`config.mk`:
```
export PLATFORM = sky130hd
export DESIGN_NAME = alert_resp_top
export DESIGN_NICKNAME = d
export VERILOG_FILES = /design/src/rtl/alert_resp_pkg.sv /design/src/rtl/smb_bus_cond.sv /design/src/rtl/smb_alert_flag.sv /design/src/rtl/smb_ara_fsm.sv /design/src/rtl/alert_resp_top.sv
export SDC_FILE = /design/constraint.sdc
export NUM_CORES = 1
export LEC_CHECK = 0
export BUFFER_PORTS_ARGS = -buffer_cell sky130_fd_sc_hd__buf_2
export CORE_MARGIN = 2
export CORE_UTILIZATION = 35
export CTS_BUF_LIST = sky130_fd_sc_hd__clkbuf_8
export DETAILED_ROUTE_END_ITERATION = 10
export HOLD_SLACK_MARGIN = 0.02
export PLACE_DENSITY_LB_ADDON = 0.05
export SLEW_MARGIN = 20
export SYNTH_ARGS = -nofsm -noshare
export SYNTH_HDL_FRONTEND = slang
export SYNTH_SLANG_ARGS = --single-unit
```
`constraint.sdc`:
```
create_clock -name clk -period 0.8 [get_ports clk]
set_clock_uncertainty 0.15 [all_clocks]
set_input_delay 0.24 -clock clk [delete_from_list [all_inputs] [get_ports clk]]
set_output_delay 0.24 -clock clk [all_outputs]
set_load 0.01 [all_outputs]
```
`src/rtl/alert_resp_pkg.sv`:
```
package alert_resp_pkg;

  // Responder protocol states
  typedef enum logic [2:0] {
    ST_IDLE,   // no frame in progress
    ST_ADDR,   // shifting in the address byte
    ST_ACKW,   // address matched, waiting for SCL low to drive ACK
    ST_ACK,    // holding ACK low through the ninth clock
    ST_TX,     // sending the response byte with arbitration
    ST_DONE,   // byte sent and won, release on next SCL low
    ST_SKIP    // ignore the bus until START or STOP
  } rsp_state_e;

  // Bus events decoded from the sampled lines
  typedef struct packed {
    logic scl_rise;
    logic scl_fall;
    logic start;
    logic stop;
    logic sda;
  } bus_ev_t;

endpackage

```
`src/rtl/smb_bus_cond.sv`:
```
module smb_bus_cond
  import alert_resp_pkg::*;
(
  input  logic    clk,
  input  logic    rst_n,
  input  logic    scl_in,
  input  logic    sda_in,
  output bus_ev_t ev
);

  logic scl_q, sda_q;
  logic scl_d, sda_d;

  always_comb begin
    scl_d = scl_in;
    sda_d = sda_in;
  end

  always_ff @(posedge clk or negedge rst_n) begin
    if (!rst_n) begin
      scl_q <= 1'b1;
      sda_q <= 1'b1;
    end else begin
      scl_q <= scl_d;
      sda_q <= sda_d;
    end
  end

  always_comb begin
    ev.scl_rise = scl_in & ~scl_q;
    ev.scl_fall = ~scl_in & scl_q;
    ev.start    = scl_in & scl_q & sda_q & ~sda_in;
    ev.stop     = scl_in & scl_q & ~sda_q & sda_in;
    ev.sda      = sda_in;
  end

endmodule

```
`src/rtl/smb_alert_flag.sv`:
```
module smb_alert_flag #(
  parameter int NUM_FAULTS = 4
) (
  input  logic                  clk,
  input  logic                  rst_n,
  input  logic [NUM_FAULTS-1:0] fault_in,
  input  logic                  mon_strobe,
  input  logic                  clr,
  output logic                  alert_q
);

  logic any_fault;
  logic set_en;
  logic alert_d;

  always_comb begin
    any_fault = |fault_in;
    set_en    = mon_strobe & any_fault;
    alert_d   = alert_q;
    if (clr)
      alert_d = 1'b0;
    // a fresh fault seen at a strobe wins over a same-cycle clear
    if (set_en)
      alert_d = 1'b1;
  end

  always_ff @(posedge clk or negedge rst_n) begin
    if (!rst_n)
      alert_q <= 1'b0;
    else if (set_en | clr)
      alert_q <= alert_d;
  end

endmodule

```
`src/rtl/smb_ara_fsm.sv`:
```
module smb_ara_fsm
  import alert_resp_pkg::*;
#(
  parameter int          ADDR_W   = 7,
  parameter logic [ADDR_W-1:0] DEV_ADDR = 7'h2C,
  parameter logic [ADDR_W-1:0] ARA_ADDR = 7'b0001100
) (
  input  logic       clk,
  input  logic       rst_n,
  input  bus_ev_t    ev,
  input  logic       alert_act,
  output logic       sda_pull,
  output logic       win,
  output rsp_state_e state,
  output logic       tx_msb
);

  localparam int BYTE_W = ADDR_W + 1;
  localparam int CNT_W  = $clog2(BYTE_W);
  localparam logic [CNT_W-1:0]  LAST_BIT = CNT_W'(BYTE_W - 1);
  localparam logic [BYTE_W-1:0] ARA_RD   = {ARA_ADDR, 1'b1};
  localparam logic [BYTE_W-1:0] RESP     = {DEV_ADDR, 1'b1};

  rsp_state_e        state_q, state_d;
  logic [CNT_W-1:0]  cnt_q, cnt_d;
  logic [BYTE_W-1:0] sh_q, sh_d;
  logic              drv_q, drv_d;
  logic [BYTE_W-1:0] rx_byte;

  always_comb begin
    state_d = state_q;
    cnt_d   = cnt_q;
    sh_d    = sh_q;
    drv_d   = drv_q;
    win     = 1'b0;
    rx_byte = {sh_q[BYTE_W-2:0], ev.sda};
    if (ev.stop) begin
      state_d = ST_IDLE;
      drv_d   = 1'b0;
    end else if (ev.start) begin
      state_d = ST_ADDR;
      cnt_d   = '0;
      drv_d   = 1'b0;
    end else begin
      unique case (state_q)
        ST_IDLE: ;
        ST_ADDR: begin
          if (ev.scl_rise) begin
            sh_d  = rx_byte;
            cnt_d = cnt_q + 1'b1;
            if (cnt_q == LAST_BIT) begin
              if (rx_byte == ARA_RD && alert_act)
                state_d = ST_ACKW;
              else
                state_d = ST_SKIP;
            end
          end
        end
        ST_ACKW: begin
          if (ev.scl_fall) begin
            drv_d   = 1'b1;
            state_d = ST_ACK;
          end
        end
        ST_ACK: begin
          if (ev.scl_fall) begin
            state_d = ST_TX;
            cnt_d   = '0;
            sh_d    = RESP;
            drv_d   = ~RESP[BYTE_W-1];
          end
        end
        ST_TX: begin
          if (ev.scl_rise) begin
            if (sh_q[BYTE_W-1] && !ev.sda) begin
              state_d = ST_SKIP;
              drv_d   = 1'b0;
            end else if (cnt_q == LAST_BIT) begin
              win     = 1'b1;
              state_d = ST_DONE;
            end else begin
              cnt_d = cnt_q + 1'b1;
            end
          end else if (ev.scl_fall) begin
            sh_d  = {sh_q[BYTE_W-2:0], 1'b0};
            drv_d = ~sh_q[BYTE_W-2];
          end
        end
        ST_DONE: begin
          if (ev.scl_fall) begin
            drv_d   = 1'b0;
            state_d = ST_SKIP;
          end
        end
        ST_SKIP: ;
        default: begin
          state_d = ST_IDLE;
          drv_d   = 1'b0;
        end
      endcase
    end
  end

  always_ff @(posedge clk or negedge rst_n) begin
    if (!rst_n) begin
      state_q <= ST_IDLE;
      cnt_q   <= '0;
      sh_q    <= '0;
      drv_q   <= 1'b0;
    end else begin
      state_q <= state_d;
      cnt_q   <= cnt_d;
      sh_q    <= sh_d;
      drv_q   <= drv_d;
    end
  end

  assign sda_pull = drv_q;
  assign state    = state_q;
  assign tx_msb   = sh_q[BYTE_W-1];

endmodule

```
`src/rtl/alert_resp_top.sv`:
```
module alert_resp_top
  import alert_resp_pkg::*;
#(
  parameter int                NUM_FAULTS = 4,
  parameter int                ADDR_W     = 7,
  parameter logic [ADDR_W-1:0] DEV_ADDR   = 7'h2C,
  parameter logic [ADDR_W-1:0] ARA_ADDR   = 7'b0001100,
  parameter int                SYNC_STAGES = 2
) (
  input  logic                  clk,
  input  logic                  rst_n,
  input  logic                  scl_in,
  input  logic                  sda_in,
  input  logic [NUM_FAULTS-1:0] fault_in,
  input  logic                  mon_strobe,
  output logic                  sda_pull,
  output logic                  alert_pull
);

  // reset: asserted at once, released through a short flop chain
  logic [SYNC_STAGES-1:0] rst_chain;
  logic                   rst_ns;

  always_ff @(posedge clk or negedge rst_n) begin
    if (!rst_n)
      rst_chain <= '0;
    else
      rst_chain <= {rst_chain[SYNC_STAGES-2:0], 1'b1};
  end
  assign rst_ns = rst_chain[SYNC_STAGES-1];

  bus_ev_t    ev;
  logic       win_pulse;
  logic       alert_q;
  rsp_state_e fsm_state;
  logic       tx_msb;

  smb_bus_cond u_cond (
    .clk    (clk),
    .rst_n  (rst_ns),
    .scl_in (scl_in),
    .sda_in (sda_in),
    .ev     (ev)
  );

  smb_alert_flag #(
    .NUM_FAULTS (NUM_FAULTS)
  ) u_flag (
    .clk        (clk),
    .rst_n      (rst_ns),
    .fault_in   (fault_in),
    .mon_strobe (mon_strobe),
    .clr        (win_pulse),
    .alert_q    (alert_q)
  );

  smb_ara_fsm #(
    .ADDR_W   (ADDR_W),
    .DEV_ADDR (DEV_ADDR),
    .ARA_ADDR (ARA_ADDR)
  ) u_fsm (
    .clk       (clk),
    .rst_n     (rst_ns),
    .ev        (ev),
    .alert_act (alert_q),
    .sda_pull  (sda_pull),
    .win       (win_pulse),
    .state     (fsm_state),
    .tx_msb    (tx_msb)
  );

  assign alert_pull = alert_q;

endmodule

```
==> results.tsv <==
stage	metric	value	unit
setup_path	CP Cell Sequence	ha_2 -> ha_4 -> nand2_1 -> o21ai_1 -> a221o_1 -> a31oi_1 -> nor3_2	
die	DIE AREA	3760	µm²
sta	fin crit share	221	%
sta	RSZ-0062 raised after global routing	yes	
yosys	Seq cells post-synth	20	
cts	Clk pin slew, worst setup/hold paths	0.08	ns
routing	WL final	2770	µm
cts	Num Clock Sinks	20	
final_layout	fin util	56.6	%
yosys	Mapped Cells	118	
yosys	Distinct cells, synth	39	
min_path	Hold Path Stages	1	
global_routing	GRT Residual Overflow	0	
routing	# DRC	0	
cts	H-tree level count	1	
placement	RePlAce Congestion	0.840	
routing	vias per inst	4.68	
yosys	Syn. warnings	0	
final_layout	share of layout cells above drive strength 1	50.6	%
cts	Longest Clk Path Bufs	2	
die	Die X	61.3	µm
global_routing	first-pass GRT wire length	4600	µm
pwr	Static Leak	0.808	nW
pwr	Net Sw Frac	34.8	%
pwr	P_int	3.90	mW
final_layout	area grow syn2layout	51.7	%
die	die height	61.3	µm
global_routing	number of global-route vias before repair	1011	
placement	half-perimeter wire length after placement	2130	µm
cts	Root Driver	clkbuf_8	
sta	hold_ws	-0.0485	ns
pwr	Peak supply drop	1440	µV
pwr	power per cell area	3430	nW/µm²
sta	fin crit period	1.77	ns
setup_path	Register-to-Register Path Depth	7	
yosys	Area contributors post-synth	dfrtp_1 (39%), mux2i_1 (7.8%), nand2_1 (6.5%), dfstp_2 (4.6%), o21ai_0 (3.5%)	
yosys	Syn Nets	130	
pwr	combinational share of power	55.4	%
sta	Max Fclk	0.566	GHz
yosys	predominant post-synthesis flop cell	dfrtp_1	
setup_path	Slowest-stage cell, CP	dfrtp_1	
yosys	Mapped Avg Cell Area	9.73	µm²
run	max-cap violations	0	
yosys	most frequent cell after synthesis	nand2_1	
pwr	Reg power frac	27.7	%
die	Site Rows	20	
pwr	NetSw	2.08	mW
cts	Hold Buf Count CTS	1	
sta	Finish-stage setup viols	18	
die	# IOs	11	
sta	Final Hold Vio Count	1	
setup_path	Critical Setup Path Class	reg -> reg	
setup_path	Worst EP required	0.80	ns
routing	DR WL/cell	12.7	µm
global_routing	largest net degree at the start of global routing	13	
global_routing	number of antenna violations at the first check in global routing	0	
yosys	post-synth top area share	39.2	%
global_routing	Total GRT Usage	16.9	%
placement	dpl ws	-0.967	ns
setup_path	CP Capture Type	register	
routing	DRT iter0 DRCs	21	
yosys	sequential share of the synthesized area	43.8	%
cts	clock tree from TritonCTS	built	
yosys	FFs w/ async S/R, synth	100	%
setup_path	Worst Path Max Fanout	5	
final_layout	# diodes	0	
routing	drt pass-1 iters	4	
setup_path	max incr delay on CP	0.39	ns
setup_path	WP data arrival	1.77	ns
status	failing checks	negative hold slack, negative setup slack	
die	Initial Util	37.3	%
placement	IO buf count	10	
pwr	Clk network pwr share	16.9	%
status	status	complete, but fails checks	
setup_path	CP Launch Type	register	
min_path	Hold WC Path Type	in -> reg	
routing	Antenna Nets Post-Route	0	
final_layout	nets	187	
routing	total number of vias	1020	
sta	Final Max Slew Viols	0	
sta	setup_tns	-14.73	ns
yosys	EDFF count, synth	0	
yosys	top cells by count, synth	nand2_1 (20), dfrtp_1 (18), mux2i_1 (9), o21ai_0 (8), inv_1 (7)	
die	total core area	3080	µm²
sta	final worst setup slack	-0.966	ns
cts	CTS buffer count	3	
cts	Clock Latency Late Sink	0.26	ns
setup_path	r2r setup slk	-0.97	ns
yosys	Post-Syn Area	1150	µm²
yosys	area leader, netlist	dfrtp_1	
## area by class of cell
class / instances / area (µm²)
Clock buffer: 3 / 41.3
Clock inverter: 1 / 30.0
Fill cell: 273 / 1340
Inverter: 8 / 30.0
Multi-Input combinational cell: 86 / 659
Sequential cell: 20 / 504
Tap cell: 44 / 55.1
Timing Repair Buffer: 56 / 423
## worst max-delay path, delay by kind of cell (launching register included)
kind            cells  cell delay (ns)
compound gates      3             0.64
fa+ha+maj           2             0.37
flops               1             0.39
simple gates        2             0.11
## what timing repair did
action | CTS | global route
gates resized for setup | 12 | 8
endpoints found under the setup margin | 18 | 18
hold endpoints to repair | 3 | 1
buffers inserted | 3 | 3
pin swaps | 1 | 3
## layout by cell type, fill, tap and decap left out, types with 2 or more instances in the layout
cell,count
o21ai_0,4
nor2_1,5
mux2i_1,9
nand2b_1,5
buf_6,6
clkbuf_8,3
a21oi_1,2
nor3_2,2
o21ai_2,3
mux2_4,3
buf_4,40
buf_2,9
dfrtp_1,17
a31oi_1,2
nand2_1,17
nand2_2,3
inv_1,7
dfstp_2,2
## power by group through the flow
stage	Clock (mW)	Sequential, mW	Combinational [mW]
finish	1.01	1.66	3.32
detailed placement	0	1.67	2.92
floorplan	0	1.63	1.84
global placement	0	1.67	2.87
CTS	1.03	1.65	3.15
global route	1.09	1.70	3.68
## metal layers
layer	global-route usage (%)	wire length (µm)	up-vias
li1	-	-	524
met1	22.7	1300	479
met2	27.8	1350	15
met3	2.52	97	2
met4	5.59	15	0
met5	0	0	-
## state kept, by name, summed over array words and instances, names as in the netlist
| register | flops |
|---|---|
| u_cond.scl_q | 1 |
| u_cond.sda_q | 1 |
| u_fsm.state | 3 |
| u_fsm.cnt_q | 3 |
| u_fsm.sda_pull | 1 |
| rst_chain | 2 |
| u_fsm.sh_q | 8 |
| u_flag.alert_q | 1 |
## per-stage QoR
| step | power [mW] | area, µm² | cells |
|---|---|---|---|
| 6_report | 5.99 | 1740 | 218 |
| 3_3_place_gp | 4.54 | 1540 | 207 |
| 4_1_cts | 5.83 | 1690 | 215 |
| 3_5_place_dp | 4.59 | 1540 | 207 |
| 5_1_grt | 6.47 | 1740 | 218 |
| 2_1_floorplan | 3.47 | 1180 | 118 |
## cells by family after synthesis
kind of cell | Yosys count | synth area share (%)
compound gates | 21 | 12.6
fa+ha+maj | 3 | 3.27
buf+inv | 12 | 5.66
flops | 20 | 43.8
mux | 12 | 10.8
other cells | 1 | 0.326
simple gates | 49 | 23.5
## final timing paths
kind / from / end
max in group asynchronous: rst_n / rst_chain[1]$_DFF_PN0_
worst min-delay path: sda_in / u_cond.sda_q$_DFF_PN1_
min in group asynchronous: rst_chain[1]$_DFF_PN0_ / u_fsm.cnt_q[0]$_DFFE_PN0P_
worst max-delay path: u_fsm.cnt_q[1]$_DFFE_PN0P_ / u_fsm.state[1]$_DFFE_PN0P_
worst min register to register: rst_chain[1]$_DFF_PN0_ / u_fsm.cnt_q[0]$_DFFE_PN0P_
worst max register to register: u_fsm.cnt_q[1]$_DFFE_PN0P_ / u_fsm.state[1]$_DFFE_PN0P_
Note: power is estimated with default switching activity, not from simulation.
